`src/rtl/twch_pkg.sv`:
```
package twch_pkg;

    localparam int SLICE_W = 17;

    typedef enum logic [2:0] {
        ST_IDLE,
        ST_LEAD,
        ST_HIGH,
        ST_LOW,
        ST_TAIL,
        ST_REST
    } seq_state_t;

    typedef struct packed {
        logic sen;
        logic sclk;
        logic rd;
        logic busy;
        logic done;
    } bus_ctl_t;

    function automatic int ns_to_cycles(input int ns, input int clk_ps);
        int c;
        c = (ns * 1000 + clk_ps - 1) / clk_ps;
        if (c < 1) c = 1;
        return c;
    endfunction

    function automatic int max_of4(input int a, input int b, input int c, input int d);
        int m;
        m = a;
        if (b > m) m = b;
        if (c > m) m = c;
        if (d > m) m = d;
        return m;
    endfunction

endpackage

```
`src/rtl/twch_phase_timer.sv`:
```
module twch_phase_timer #(
    parameter int CNT_W = 8
) (
    input  logic             clk,
    input  logic             rst,
    input  logic             load,
    input  logic [CNT_W-1:0] load_val,
    output logic             expired
);
    logic [CNT_W-1:0] cnt_q;

    always_ff @(posedge clk) begin
        if (rst) begin
            cnt_q <= '0;
        end else if (load) begin
            cnt_q <= load_val;
        end else if (cnt_q != '0) begin
            cnt_q <= cnt_q - 1'b1;
        end
    end

    assign expired = (cnt_q == '0);

    // The count never wraps: once it is at zero it stays there until reloaded.
    assert_timer_no_wrap_R5: assert property (@(posedge clk) disable iff (rst)
        (!load && cnt_q == '0) |=> (cnt_q == '0));
endmodule

```
`src/rtl/twch_shift_unit.sv`:
```
module twch_shift_unit #(
    parameter int FRAME_W = 34
) (
    input  logic               clk,
    input  logic               rst,
    input  logic               load,
    input  logic [FRAME_W-1:0] frame_in,
    input  logic               advance,
    input  logic               capture,
    input  logic               sdi,
    output logic               tx_bit,
    output logic [FRAME_W-1:0] rx_frame,
    output logic               rises_done
);
    localparam int LEFT_W = $clog2(FRAME_W + 1);

    logic [FRAME_W-1:0] tx_q;
    logic [FRAME_W-1:0] rx_q;
    logic [LEFT_W-1:0]  left_q;

    always_ff @(posedge clk) begin
        if (rst) begin
            tx_q   <= '0;
            rx_q   <= '0;
            left_q <= '0;
        end else begin
            if (load) begin
                tx_q   <= frame_in;
                rx_q   <= '0;
                left_q <= LEFT_W'(FRAME_W);
            end else begin
                if (advance) tx_q <= {tx_q[FRAME_W-2:0], 1'b0};
                if (capture) begin
                    rx_q   <= {rx_q[FRAME_W-2:0], sdi};
                    left_q <= left_q - 1'b1;
                end
            end
        end
    end

    assign tx_bit     = tx_q[FRAME_W-1];
    assign rx_frame   = rx_q;
    assign rises_done = (left_q == '0);

    // A capture beyond the frame length would be an extra rising edge.
    assert_no_extra_rise_R2: assert property (@(posedge clk) disable iff (rst)
        capture |-> (left_q != '0));
    // Shifting and capturing never coincide: data moves only on the falling side.
    assert_shift_apart_R6: assert property (@(posedge clk) disable iff (rst)
        !(advance && capture));
endmodule

```
`src/rtl/tri_wire_chain_host.sv`:
```
module tri_wire_chain_host
    import twch_pkg::*;
#(
    parameter int N_DEV    = 2,
    parameter int CLK_PS   = 8000,
    parameter int SETUP_NS = 50,
    parameter int PHASE_NS = 143,
    parameter int HOLD_NS  = 50,
    parameter int GAP_NS   = 125
) (
    input  logic                     clk,
    input  logic                     rst,
    input  logic                     start_i,
    input  logic                     read_i,
    input  logic [SLICE_W*N_DEV-1:0] frame_i,
    input  logic                     sdi_i,
    output logic                     sen_o,
    output logic                     sclk_o,
    output logic                     sdo_o,
    output logic                     sdo_oe_o,
    output logic                     busy_o,
    output logic                     done_o,
    output logic [SLICE_W*N_DEV-1:0] frame_o
);
    localparam int FRAME_W = SLICE_W * N_DEV;
    localparam int C_SETUP = ns_to_cycles(SETUP_NS, CLK_PS);
    localparam int C_PHASE = ns_to_cycles(PHASE_NS, CLK_PS);
    localparam int C_HOLD  = ns_to_cycles(HOLD_NS, CLK_PS);
    localparam int C_GAP   = ns_to_cycles(GAP_NS, CLK_PS);
    localparam int C_MAX   = max_of4(C_SETUP, C_PHASE, C_HOLD, C_GAP);
    localparam int CNT_W   = (C_MAX < 2) ? 1 : $clog2(C_MAX);

    seq_state_t st_q, st_n;
    bus_ctl_t   ctl_q, ctl_n;
    logic [FRAME_W-1:0] frame_q;

    logic             t_load;
    logic [CNT_W-1:0] t_val;
    logic             t_exp;
    logic             sh_load, sh_adv, sh_cap, sh_tx, sh_end;
    logic [FRAME_W-1:0] sh_rx;
    logic             fr_upd;

    twch_phase_timer #(.CNT_W(CNT_W)) timer_i (
        .clk(clk), .rst(rst), .load(t_load), .load_val(t_val), .expired(t_exp)
    );

    twch_shift_unit #(.FRAME_W(FRAME_W)) shift_i (
        .clk(clk), .rst(rst), .load(sh_load), .frame_in(frame_i),
        .advance(sh_adv), .capture(sh_cap), .sdi(sdi_i),
        .tx_bit(sh_tx), .rx_frame(sh_rx), .rises_done(sh_end)
    );

    always_comb begin
        st_n     = st_q;
        ctl_n    = ctl_q;
        ctl_n.done = 1'b0;
        t_load   = 1'b0;
        t_val    = '0;
        sh_load  = 1'b0;
        sh_adv   = 1'b0;
        sh_cap   = 1'b0;
        fr_upd   = 1'b0;
        case (st_q)
            ST_IDLE: begin
                if (start_i) begin
                    sh_load    = 1'b1;
                    ctl_n.rd   = read_i;
                    ctl_n.sen  = 1'b1;
                    ctl_n.busy = 1'b1;
                    t_load     = 1'b1;
                    t_val      = CNT_W'(C_SETUP - 1);
                    st_n       = ST_LEAD;
                end
            end
            ST_LEAD, ST_LOW: begin
                if (t_exp) begin
                    ctl_n.sclk = 1'b1;
                    sh_cap     = 1'b1;
                    t_load     = 1'b1;
                    t_val      = CNT_W'(C_PHASE - 1);
                    st_n       = ST_HIGH;
                end
            end
            ST_HIGH: begin
                if (t_exp) begin
                    ctl_n.sclk = 1'b0;
                    t_load     = 1'b1;
                    if (sh_end) begin
                        t_val = CNT_W'(C_HOLD - 1);
                        st_n  = ST_TAIL;
                    end else begin
                        sh_adv = 1'b1;
                        t_val  = CNT_W'(C_PHASE - 1);
                        st_n   = ST_LOW;
                    end
                end
            end
            ST_TAIL: begin
                if (t_exp) begin
                    ctl_n.sen = 1'b0;
                    t_load    = 1'b1;
                    t_val     = CNT_W'(C_GAP - 1);
                    st_n      = ST_REST;
                end
            end
            ST_REST: begin
                if (t_exp) begin
                    ctl_n.done = 1'b1;
                    ctl_n.busy = 1'b0;
                    fr_upd     = 1'b1;
                    st_n       = ST_IDLE;
                end
            end
            default: st_n = ST_IDLE;
        endcase
    end

    always_ff @(posedge clk) begin
        if (rst) begin
            st_q    <= ST_IDLE;
            ctl_q   <= '0;
            frame_q <= '0;
        end else begin
            st_q  <= st_n;
            ctl_q <= ctl_n;
            if (fr_upd) frame_q <= sh_rx;
        end
    end

    assign sen_o    = ctl_q.sen;
    assign sclk_o   = ctl_q.sclk;
    assign busy_o   = ctl_q.busy;
    assign done_o   = ctl_q.done;
    assign sdo_oe_o = ctl_q.sen & ~ctl_q.rd;
    assign sdo_o    = sdo_oe_o & sh_tx;
    assign frame_o  = frame_q;

    assert_clk_inside_en_R12: assert property (@(posedge clk) disable iff (rst)
        sclk_o |-> sen_o);
    assert_read_undriven_R9: assert property (@(posedge clk) disable iff (rst)
        (busy_o && ctl_q.rd) |-> !sdo_oe_o);
    assert_done_single_R11: assert property (@(posedge clk) disable iff (rst)
        done_o |=> !done_o);
    assert_done_ends_busy_R11: assert property (@(posedge clk) disable iff (rst)
        done_o |-> (!busy_o && !sen_o));
    assert_data_hold_R6: assert property (@(posedge clk) disable iff (rst)
        (sclk_o && $past(sclk_o)) |-> $stable(sdo_o));
    assert_start_ignored_R10: assert property (@(posedge clk) disable iff (rst)
        (busy_o && start_i) |=> (ctl_q.rd == $past(ctl_q.rd)));
    assert_en_drop_clock_low_R7: assert property (@(posedge clk) disable iff (rst)
        $fell(sen_o) |-> !sclk_o);
endmodule

```
`config.mk`:
```
export PLATFORM = sky130hd
export DESIGN_NAME = tri_wire_chain_host
export DESIGN_NICKNAME = d
export VERILOG_FILES = /design/src/rtl/twch_pkg.sv /design/src/rtl/twch_phase_timer.sv /design/src/rtl/twch_shift_unit.sv /design/src/rtl/tri_wire_chain_host.sv
export SDC_FILE = /design/constraint.sdc
export NUM_CORES = 1
export LEC_CHECK = 0
export BUFFER_PORTS_ARGS = -buffer_cell sky130_fd_sc_hd__buf_2
export CAP_MARGIN = 20
export CORE_MARGIN = 3
export CORE_UTILIZATION = 55
export DETAILED_ROUTE_END_ITERATION = 16
export GPL_TIMING_DRIVEN = 0
export PLACE_DENSITY = 0.78
export SYNTH_ARGS = -nofsm -noshare
export SYNTH_HDL_FRONTEND = slang
export SYNTH_HIERARCHICAL = 1
export SYNTH_SLANG_ARGS = --single-unit
```
`constraint.sdc`:
```
create_clock -name clk -period 7.3 [get_ports clk]
set_input_delay 1.095 -clock clk [delete_from_list [all_inputs] [get_ports clk]]
set_output_delay 1.095 -clock clk [all_outputs]
set_load 0.03 [all_outputs]
```
## Word-level counts from Yosys, hierarchy flattened

Index checks and enable logic that the tools add are counted.

| operators by class | value |
|---|---|
| reductions and logical operators | 19 |
| equality and inequality tests | 10 |
| add/subtract/negate cells | 2 |
| mux-type cells | 36 |
| bitwise gates (word level) | 4 |

Operators by type and width:

| operator | number |
|---|---|
| $mux 34 | 2 |
| $mux 5 | 5 |
| $mux 3 | 7 |
| $pmux 5 s4 | 1 |
| $pmux 3 s5 | 1 |
| $mux 1 | 12 |
| $mux 6 | 2 |
| $reduce_bool 2->1 | 6 |
| $ne 2x2->1 const B | 5 |
| $reduce_and 3->1 | 3 |
| $pmux 1 s2 | 4 |
| $eq 3x2->1 const B | 2 |
| $eq 3x3->1 const B | 2 |
| $logic_not 6->1 | 1 |
| $reduce_or 2->1 | 3 |
| $sub 6x1->6 const B | 1 |
| $logic_not 5->1 | 1 |
| $reduce_and 5->1 | 1 |
| $reduce_bool 5->1 | 1 |
| $sub 5x1->5 const B | 1 |
| $mux 4 | 1 |
| $reduce_or 4->1 | 1 |
| $eq 3x1->1 const B | 1 |
| $logic_not 3->1 | 1 |
| other kinds (4) | 6 |

| storage, ports and cells | value |
|---|---|
| word-level logic and storage cells | 83 |
| output and inout port bits | 40 |
| input bits | 39 |
| register bits | 121 |

## Longest topological paths before layout

Gate-level depths: netlist (run 1).

| logic depth | value |
|---|---|
| depth in word-level cells | 6 |
| mapped depth | 11 |
| mapped depth without buffers | 9 |

## Modules after synthesis

Netlist (run 1), hierarchy kept.

Modules (own cells, without submodules):

| module | times used | area an instance (µm²) | seq. area each (µm²) | cells an instance |
|---|---|---|---|---|
| twch_shift_unit | 1 | 3098.0 | 1481.4 | 327 |
| tri_wire_chain_host | 1 | 1650.3 | 840.8 | 202 |
| twch_phase_timer | 1 | 287.8 | 100.1 | 32 |

## Worst setup path after synthesis (run 1)

OpenSTA, ideal clock, no wires.

| timing | value |
|---|---|
| kind | reg-to-output |
| start | reg ctl_q (netlist bit sen_o) |
| end | out sdo_o |
| cell stages (with the launch flop) | 4 |
| path slack | 4811 ps |
| data arrival time | 1394 ps |
| path through | dfxtp_1 > inv_1 > nor2_1 > and2_1 |

| on the way | value |
|---|---|
| word-level cells in the longest chain between the ends | 2 |

Ends and longest elaborated chain:

| element | line | RTL |
|---|---|---|
| start: declaration | tri_wire_chain_host.sv:34 | `bus_ctl_t ctl_q, ctl_n;` |
| start signal: assignment | tri_wire_chain_host.sv:126 | `ctl_q <= ctl_n;` |
| $and 1x1->1 | tri_wire_chain_host.sv:135 | `assign sdo_oe_o = ctl_q.sen & ~ctl_q.rd;` |
| via sdo_oe_o | tri_wire_chain_host.sv:20 | `output logic sdo_oe_o,` |
| $and 1x1->1 | tri_wire_chain_host.sv:136 | `assign sdo_o = sdo_oe_o & sh_tx;` |
| end: declaration | tri_wire_chain_host.sv:19 | `output logic sdo_o,` |

The timed path passes the listed nets, and every way through them passes these cells.

## Final worst setup path (run 1)

| timing | value |
|---|---|
| start | reg timer_i.cnt_q[0] |
| end | reg shift_i.rx_q[14] (netlist: shift_i/rx_frame[14]) |

| on the way | value |
|---|---|
| word-level cells in the longest chain between the ends | 3 |

Ends and longest elaborated chain:

| element | line | RTL |
|---|---|---|
| start: declaration | twch_phase_timer.sv:10 | `logic [CNT_W-1:0] cnt_q;` |
| start signal: assignment | twch_phase_timer.sv:16 | `cnt_q <= load_val;` |
| start signal: assignment | twch_phase_timer.sv:18 | `cnt_q <= cnt_q - 1'b1;` |
| $logic_not 5->1 | twch_phase_timer.sv:22 | `assign expired = (cnt_q == '0);` |
| via t_exp | tri_wire_chain_host.sv:39 | `logic t_exp;` |
| $mux 1 | tri_wire_chain_host.sv:77 | `if (t_exp) begin` |
| $mux 1 | tri_wire_chain_host.sv:64 | `case (st_q)` |
| via sh_cap | tri_wire_chain_host.sv:40 | `logic sh_load, sh_adv, sh_cap, sh_tx, sh_end;` |
| end signal: assignment | twch_shift_unit.sv:34 | `rx_q <= {rx_q[FRAME_W-2:0], sdi};` |
| end: declaration | twch_shift_unit.sv:18 | `logic [FRAME_W-1:0] rx_q;` |

The timed path passes the listed nets, and every way through them passes these cells.
A chain may end at the register's enable or synchronous reset.

==> results.json, run 1 <==
{
  "yosys-top-cells-count": "nand2_1 (142), dfxtp_1 (121), a21oi_1 (74)",
  "yosys_warnings": 6,
  "core_um2": 8810,
  "drcViolationCount": 0,
  "worstSkewPairLatency_ns": 0.52,
  "fin_area_um2": 6140,
  "die_x_um": 102,
  "crit_family": "simple AND/OR/NAND/NOR gates",
  "synth-seq-cells": 121,
  "track_usage_pct": 21.8,
  "ys_types": 48,
  "antenna_found_initial": 0,
  "p_clk_share_pct": 37.6,
  "setup_tns_ns": 0,
  "slew_headroom_pct": 64.0,
  "finalClockSkew_ns": 0.00611,
  "diodes": 0,
  "rows": 34,
  "hold_class": "reg2reg",
  "critPathMaxFanout": 10,
  "setup_violations": 0,
  "finalWirelength_um": 10600,
  "power_switching_uw": 664,
  "synth_largest_area_cell": "dfxtp_1",
  "die_area_um2": 10300,
  "fin_crit_sh_pct": 38.3,
  "slowest_delay_ns": 0.42,
  "seq_area_frac_synth_pct": 48.1,
  "max-clock-path-buffers": 2,
  "start_kind": "flop",
  "syn_nets": 603,
  "avgSynthCellArea_um2": 8.98,
  "worstSetupPathType": "reg2reg",
  "clk_root_buffer_cell": "clkbuf_8",
  "yosysTopAreaCellShare_pct": 48.1,
  "leakage_nw": 2.49,
  "drtIter0Drc": 164,
  "overflow": 0,
  "grt_pass1_vias": 4002,
  "initial_utilization_pct": 57.2,
  "finalHoldViolCount": 0,
  "die_y_um": 102,
  "post_cts_resized": 0,
  "wl_per_cell_um": 13.6,
  "worst_pin_slew_ns": 0.540,
  "synth_enable_flop_cells": 0,
  "worstSetupEndpointType": "flop",
  "maxSlewViolCount": 0,
  "period_needed_ns": 2.79,
  "synth.most_common_cell": "nand2_1",
  "holdBufCountCts": 0,
  "cts_tree": "built",
  "fin_nets": 700,
  "cts_made_buffers": 17,
  "num_io_pins": 79,
  "viasPerCell": 5.27,
  "clock.fmax_ghz": 0.358,
  "detail-route-antenna-nets": 0,
  "seqPwrFrac_pct": 36.1,
  "dp_hpwl_um": 7300,
  "p_int_mw": 1.50,
  "switching_share_pct": 30.6,
  "area_growth_pct": 21.9,
  "synth_area_leaders": "dfxtp_1 (48%), nand2_1 (11%), mux2_2 (7.4%)",
  "cp.required_ns": 7.70,
  "critPathSlowestCell": "nor4b_4",
  "vias": 4097,
  "dp_cells": 747,
  "rsz0062_at_grt": "no",
  "gp_congestion": 0.832,
  "port_buffers": 78,
  "critPathBufInv": 4,
  "holdWs_ns": 0.456,
  "outcome": "completed",
  "grt_start_max_net_pins": 17,
  "syn_inst": 561,
  "comb_power_share_pct": 26.2,
  "placed_area_um2": 5560,
  "final-instance-count-excl-fill": 777,
  "synth_ff_type": "dfxtp_1",
  "cts.clk_slew.worst_paths_ns": 0.06,
  "irDropWorstVdd_uv": 222,
  "syn_area_um2": 5040,
  "p_per_area_nw_per_um2": 353,
  "ys_async_sr_fraction_pct": 0,
  "cts_htree_levels": 4,
  "grt_pass1_wl_um": 18100,
  "drive_gt1_share_pct": 27.2,
  "numClockSinks": 121,
  "crit_path_cell_trace": "inv_1, ha_1, nor4b_4, buf_4, nor2b_1, and2_1, buf_4, buf_4, mux2i_1, nor2_1",
  "cp.arrival_ns": 3.19,
  "maxCapViolations": 0,
  "crit_top_cell": "buf_4",
  "post-cts-setup-buffer-count": 0,
  "dr.pass1.iters": 4
}
[worst reg2reg max path, stage by stage (launching register included)]
cell     delay [ns]
dfxtp_1        0.32
inv_1          0.08
ha_1           0.21
nor4b_4        0.42
buf_4          0.26
nor2b_1        0.37
and2_1         0.24
buf_4          0.22
buf_4          0.24
mux2i_1        0.26
nor2_1         0.07
[cell families (layout without fill, tap and decap cells)]
kind of cell | count (synthesis) | after routing | share of synthesized area (%)
AO/OA/AOI/OAI | 92 | 92 | 10.3
XOR/XNOR | 4 | 4 | 0.696
adder cells (fa/ha/maj) | 3 | 3 | 0.745
buffers and inverters | 49 | 157 | 6.01
flip-flops | 121 | 121 | 48.1
multiplexers | 69 | 69 | 14.5
AND/OR/NAND/NOR | 223 | 223 | 19.7
[layer usage]
| metal | track usage (%) | vias up | wire length (µm) |
|---|---|---|---|
| li1 | - | 2074 | - |
| met1 | 27.6 | 1916 | 4840 |
| met2 | 36.0 | 90 | 5160 |
| met3 | 6.20 | 17 | 409 |
| met4 | 7.06 | 0 | 153 |
| met5 | 0 | - | 0 |
[metrics by stage]
step / power, mW / worst slack (ns) / utilization [%]
floorplan: 1.24 / 4.81 / -
global placement: 1.34 / 4.64 / 63.2
detailed placement: 1.36 / 4.56 / 63.2
CTS: 2.18 / 4.55 / 69.7
global route: 2.28 / 4.32 / 69.7
finish: 2.17 / 4.51 / 69.7
[layout by cell type (no fill, tap or decap), drive strengths merged, types with 2 or more instances in the layout]
| cell type | netlist | layout |
|---|---|---|
| and4 | 2 | 2 |
| nand2b | 2 | 2 |
| ha | 3 | 3 |
| a31oi | 2 | 2 |
| nor4 | 3 | 3 |
| dfxtp | 121 | 121 |
| a21o | 2 | 2 |
| o31ai | 2 | 2 |
| inv | 10 | 11 |
| nand3 | 2 | 2 |
| a21oi | 74 | 74 |
| a22oi | 2 | 2 |
| mux2 | 33 | 33 |
| nor3 | 7 | 7 |
| or2 | 2 | 2 |
| bufinv | 0 | 3 |
| nor2b | 3 | 3 |
| buf | 31 | 109 |
| mux2i | 36 | 36 |
| and2 | 3 | 3 |
| nor4b | 3 | 3 |
| nand2 | 142 | 142 |
| clkinv | 0 | 3 |
| clkinvlp | 0 | 5 |
| xnor2 | 3 | 3 |
| clkbuf | 8 | 26 |
| nor2 | 47 | 47 |
[power groups by stage]
stage / logic (mW) / clock network (mW) / registers, mW
after floorplan: 0.451 / 0 / 0.791
after global placement: 0.548 / 0 / 0.789
after detailed placement: 0.561 / 0 / 0.796
after CTS: 0.568 / 0.826 / 0.782
after global routing: 0.632 / 0.857 / 0.791
final: 0.568 / 0.814 / 0.783
[state kept, by name, summed over array words and instances (netlist names)]
name              flops
done_o                1
sen_o                 1
frame_o              34
st_q                  3
timer_i/cnt_q         5
busy_o                1
sclk_o                1
shift_i/rx_frame     34
shift_i/tx_q         34
shift_i/left_q        6
ctl_q                 1
[final cells by class]
type | count | area, µm²
clock buffers | 18 | 428
fillers | 685 | 2670
clock inverters | 12 | 151
repair buffers | 78 | 390
well taps | 108 | 135
inverters | 10 | 37.5
plain buffers | 39 | 265
flip-flops and latches | 121 | 2420
multi-input cells | 391 | 2310
[path summary, 6_finish.rpt]
path,endpoint,depth (start not counted),slack (ns),from
worst max-delay path,shift_i/rx_frame[14],10,4.51,timer_i/cnt_q[0]
worst min-delay path,frame_o[11],2,0.46,frame_o[11]
worst max register to register,shift_i/rx_frame[14],10,4.51,timer_i/cnt_q[0]
worst min register to register,frame_o[11],2,0.46,frame_o[11]
Power figures use the tool's default switching activity.
==> run 2: changes to the inputs <==
CORE_UTILIZATION = 51   (was 55)
PLACE_DENSITY = 0.76   (was 0.78)
clock period = 2.4 ns   (was 7.3 ns; I/O delays follow)
==> results.json, run 2 (same netlist as run 1, synthesis figures left out) <==
{
  "outcome": "completed",
  "fin_nets": 706,
  "vias": 4100,
  "cts_tree": "built",
  "die_x_um": 105,
  "max-clock-path-buffers": 2,
  "finalClockSkew_ns": 0.00945,
  "rows": 35,
  "worstSetupPathType": "reg2reg",
  "num_io_pins": 79,
  "critPathSlowestCell": "dfxtp_1",
  "p_per_area_nw_per_um2": 1080,
  "initial_utilization_pct": 53.5,
  "worstSkewPairLatency_ns": 0.50,
  "finalHoldViolCount": 0,
  "overflow": 0,
  "detail-route-antenna-nets": 0,
  "track_usage_pct": 19.7,
  "critPathBufInv": 4,
  "dp_hpwl_um": 7390,
  "crit_family": "simple AND/OR/NAND/NOR gates",
  "drcViolationCount": 0,
  "irDropWorstVdd_uv": 615,
  "final_cell_mix": "nand2_1 (142), dfxtp_1 (121), buf_2 (93), a21oi_1 (74), nor2_1 (47)",
  "numClockSinks": 121,
  "maxCapViolations": 0,
  "start_kind": "flop",
  "final_common_cell": "nand2_1",
  "cts_htree_levels": 4,
  "leakage_nw": 2.56,
  "fill_cells": 757,
  "drive_gt1_share_pct": 29.0,
  "cts_made_buffers": 17,
  "diodes": 0,
  "core_um2": 9420,
  "antenna_found_initial": 0,
  "highest_layer": "met4",
  "port_buffers": 78,
  "holdWs_ns": 0.102,
  "maxSlewViolCount": 0,
  "worst_pin_slew_ns": 0.509,
  "cp.arrival_ns": 2.72,
  "clk_root_buffer_cell": "clkbuf_8",
  "period_needed_ns": 2.34,
  "hold_class": "in2reg",
  "die_area_um2": 11100,
  "grt_pass1_vias": 4063,
  "slew_headroom_pct": 65.9,
  "viasPerCell": 5.09,
  "dr_wl_met2_um": 5310,
  "cp.required_ns": 2.79,
  "cts.clk_slew.worst_paths_ns": 0.06,
  "die_y_um": 105,
  "crit_path_cell_trace": "inv_1, ha_2, nor4b_4, buf_6, nor2b_4, and2_1, buf_6, buf_6, mux2i_1, nor2_1",
  "wl_met1_um": 4870,
  "clock.fmax_ghz": 0.428,
  "finalWirelength_um": 10700,
  "grt_pass1_wl_um": 18200,
  "total_power_mw": 6.81,
  "slowest_delay_ns": 0.33,
  "wl_met3_um": 436,
  "fin_crit_sh_pct": 97.4,
  "gp_congestion": 0.776,
  "rsz0062_at_grt": "yes",
  "drtIter0Drc": 170,
  "crit_top_cell": "buf_6",
  "worstSetupEndpointType": "flop",
  "setup_tns_ns": 0,
  "wl_per_cell_um": 13.3,
  "critPathMaxFanout": 10,
  "area_growth_pct": 24.7,
  "grt_start_max_net_pins": 17,
  "setup_violations": 0,
  "dr.pass1.iters": 4
}
==> run 2: cell count changes in the layout (fill, tap and decap cells not counted), sizes merged <==
| cell | delta |
|---|---|
| inv | +2 |
| clkinvlp | -3 |
| clkinv | +3 |
| buf | +6 |
==> run 2: cell type report <==
type / count / area (µm²) / area share (%)
multi-input cells: 391 / 2350 / 37.4
clock inverters: 14 / 173 / 2.75
plain buffers: 39 / 288 / 4.58
flip-flops and latches: 121 / 2420 / 38.6
well taps: 129 / 161 / 2.57
clock buffers: 18 / 418 / 6.66
inverters: 10 / 37.5 / 0.598
repair buffers: 84 / 433 / 6.90
==> run 2: timing repair <==
item / 4_1_cts / 5_1_grt
setup endpoints to repair: 72 / 62
gates resized for setup: 4 / 11
cloned: 0 / 1
setup buffers: 1 / 4
hold buffers: 0 / 0
hold endpoints to repair: 0 / 0
==> run 2: path summary, 6_finish.rpt <==
path | slack (ns) | start | end | cells after the start
worst max-delay path | 0.06 | timer_i/cnt_q[0] | shift_i/rx_frame[8] | 10
worst min-delay path | 0.10 | frame_i[0] | shift_i/tx_q[0] | 3
worst max register to register | 0.06 | timer_i/cnt_q[0] | shift_i/rx_frame[8] | 10
worst min register to register | 0.45 | frame_o[3] | frame_o[3] | 2
==> run 2: worst min-delay path, stage by stage <==
cell and delay [ns]:
buf_2 0.08, a21oi_1 0.05, nor2_1 0.07
==> run 2: where the power goes <==
part	switching, mW	internal, mW
Clock	0.916	1.59
Combinational	1.05	0.881
Sequential	0.154	2.22
==> run 2: routing by layer <==
layer | vias to the layer above | track usage [%]
met5 | - | 0
met1 | 1913 | 24.4
li1 | 2091 | -
met2 | 85 | 34.0
met3 | 11 | 5.45
met4 | 0 | 4.87
==> run 2: per-stage QoR <==
stage	worst slack (ns)	std cells	cell area (µm²)	utilization, %
after CTS	0.0143	801	6200	65.9
after detailed placement	-0.383	768	5590	59.3
final	0.0635	806	6280	66.7
after global routing	-0.0607	806	6280	66.7
after global placement	-0.284	768	5590	59.3
after floorplan	0.0533	561	5040	-
==> run 3: changes to the inputs <==
SYNTH_HIERARCHICAL = unset   (was 1)
==> results.json, run 3 <==
{
  "outcome": "completed",
  "fin_nets": 709,
  "finalWirelength_um": 12000,
  "crit_family": "compound AO/OA/AOI/OAI gates",
  "cts_tree": "built",
  "dr.pass1.iters": 4,
  "seq_area_frac_synth_pct": 46.5,
  "avgSynthCellArea_um2": 9.10,
  "wl_per_cell_um": 14.8,
  "gp_congestion": 0.878,
  "multi_input_comb_area_um2": 2540,
  "critPathBufInv": 4,
  "area.sequential_um2": 2420,
  "syn_nets": 613,
  "fin_crit_sh_pct": 95.9,
  "core_um2": 9860,
  "grt_pass1_wl_um": 20800,
  "p_int_mw": 4.27,
  "final-instance-count-excl-fill": 813,
  "setup_violations": 0,
  "die_area_um2": 11500,
  "maxSlewViolCount": 0,
  "die_x_um": 107,
  "synth.most_common_cell": "nand2_1",
  "grt_start_max_net_pins": 17,
  "area_growth_pct": 22.5,
  "cts_made_buffers": 17,
  "worstSetupPathType": "reg2reg",
  "drtIter0Drc": 248,
  "syn_inst": 572,
  "finalClockSkew_ns": 0.0104,
  "setup_tns_ns": 0,
  "track_usage_pct": 22.3,
  "p_clk_share_pct": 38.7,
  "drive_gt1_share_pct": 24.4,
  "final_cell_mix": "nand2_1 (144), dfxtp_1 (120), buf_2 (81), a21oi_1 (78), clkbuf_1 (37)",
  "yosys-top-cells-count": "nand2_1 (144), dfxtp_1 (121), a21oi_1 (78)",
  "cts_htree_levels": 4,
  "holdPathStages": 3,
  "max-clock-path-buffers": 2,
  "crit_top_cell": "buf_6",
  "synth_ff_type": "dfxtp_1",
  "worstSetupEndpointType": "flop",
  "syn_area_um2": 5210,
  "slowest_delay_ns": 0.45,
  "cp.arrival_ns": 2.71,
  "period_needed_ns": 2.30,
  "synth_enable_flop_cells": 0,
  "grt_pass1_vias": 4531,
  "p_per_area_nw_per_um2": 985,
  "post-cts-setup-buffer-count": 0,
  "worst_pin_slew_ns": 0.792,
  "dp_cells": 782,
  "worstSkewPairLatency_ns": 0.52,
  "die_y_um": 107,
  "comb_power_share_pct": 24.9,
  "num_io_pins": 79,
  "drcViolationCount": 0,
  "synth-seq-cells": 121,
  "seqPwrFrac_pct": 36.4,
  "power_switching_mw": 2.02,
  "clock.fmax_ghz": 0.435,
  "maxCapViolations": 0,
  "irDropWorstVdd_uv": 537,
  "critPathMaxFanout": 10,
  "hold_start": "read_i",
  "yosys_warnings": 0,
  "cts.clk_slew.worst_paths_ns": 0.06,
  "port_buffers": 77,
  "rows": 36,
  "clk_root_buffer_cell": "clkbuf_8",
  "detail-route-antenna-nets": 0,
  "hold_class": "in2reg",
  "leakage_nw": 2.32,
  "initial_utilization_pct": 52.8,
  "holdPathEnd": "ctl_q[2]",
  "r2r.worst_path.cells": 9,
  "dp_hpwl_um": 8260,
  "numClockSinks": 121,
  "cp.required_ns": 2.80,
  "ys_async_sr_fraction_pct": 0,
  "finalHoldViolCount": 0,
  "start_kind": "flop",
  "overflow": 0,
  "viasPerCell": 5.49,
  "reg2reg_setup_slack_ns": 0.1,
  "diodes": 0,
  "holdBufCountCts": 0,
  "crit_cells": 9,
  "synth_largest_area_cell": "dfxtp_1",
  "yosysTopAreaCellShare_pct": 46.5,
  "switching_share_pct": 32.1,
  "final_common_cell": "nand2_1",
  "r2r_end": "shift_i.tx_q[32]",
  "antenna_found_initial": 0,
  "slew_headroom_pct": 47.2,
  "reg2reg_from": "timer_i.cnt_q[1]",
  "fill_cells": 777,
  "ys_types": 44,
  "synth_area_leaders": "dfxtp_1 (47%), nand2_1 (10%), a2111oi_2 (8.4%)",
  "crit_path_cell_trace": "inv_2, ha_4, or4b_1, buf_6, a211o_4, a21o_1, buf_6, buf_6, a31o_1",
  "critPathSlowestCell": "or4b_1",
  "vias": 4461,
  "cp-startpoint": "timer_i.cnt_q[1]"
}
-- run 3: cell types whose count changed after synthesis, moves of 9 or more --
cell / before / now
nor2_1: 47 / 14
a31o_1: 0 / 30
clkbuf_1: 8 / 38
a2111oi_2: 0 / 29
mux2_2: 33 / 0
buf_2: 14 / 5
-- run 3: kinds of logic after synthesis --
logic type | after synthesis | synth area share [%]
flip-flops | 121 | 46.5
adder cells (fa/ha/maj) | 2 | 0.480
buffers and inverters | 58 | 5.38
XOR/XNOR | 7 | 1.18
AO/OA/AOI/OAI | 163 | 24.9
AND/OR/NAND/NOR | 188 | 15.2
multiplexers | 33 | 6.34
-- run 3: worst register-to-register path: cells and delay by family, from the launching register on --
kind	cells	cell delay, ns
AO/OA/AOI/OAI	3	0.78
buffers and inverters	4	0.49
AND/OR/NAND/NOR	1	0.45
flip-flops	1	0.33
adder cells (fa/ha/maj)	1	0.14
-- run 3: layer usage --
layer	part of all wire, %	vias to the layer above	global-route usage, %	wire length, µm
met5	0	-	0	0
met1	44	2112	26.7	5270
met4	1.5	0	7.21	186
met2	49	105	38.2	5930
met3	5.2	15	6.62	623
li1	-	2229	-	-
-- run 3: timing repair --
action | CTS | global route
endpoints found under the hold margin | 0 | 0
gates resized for setup | 2 | 9
endpoints found under the setup margin | 30 | 96
pin swaps | 0 | 2
-- run 3: stage by stage --
| step | total power [mW] | area [µm²] | hold slack (ns) | utilization (%) | setup slack (ns) |
|---|---|---|---|---|---|
| after floorplan | 3.47 | 5210 | 0.432 | - | 0.233 |
| after global placement | 3.76 | 5760 | 0.441 | 58.4 | -0.186 |
| after detailed placement | 3.80 | 5760 | 0.445 | 58.4 | -0.244 |
| after CTS | 6.26 | 6340 | 0.0845 | 64.3 | 0.0208 |
| after global routing | 6.60 | 6380 | 0.0958 | 64.7 | -0.00495 |
| final | 6.29 | 6380 | 0.0956 | 64.7 | 0.0987 |
-- run 3: worst max path at each step --
stage	slack, ns	end
floorplan	0.23	shift_i.tx_q[24]
global placement	-0.19	busy_o
detailed placement	-0.24	busy_o
CTS	0.02	busy_o
global route	-0.005	shift_i.tx_q[32]
finish	0.1	shift_i.tx_q[32]
-- run 3: final cells by class --
| class | count | area share [%] |
|---|---|---|
| clock buffer | 18 | 6.71 |
| buffer | 52 | 4.16 |
| inverter | 6 | 0.353 |
| multi-input combinational | 393 | 39.8 |
| timing repair buffer | 77 | 6.04 |
| clock inverter | 13 | 2.30 |
| sequential | 121 | 38.0 |
| tap | 133 | 2.61 |
-- run 3: power groups by stage --
stage	registers [mW]	logic, mW	clock network, mW
after floorplan	2.31	1.16	0
after global placement	2.31	1.45	0
after detailed placement	2.32	1.48	0
after CTS	2.28	1.51	2.47
after global routing	2.31	1.72	2.58
final	2.29	1.57	2.43
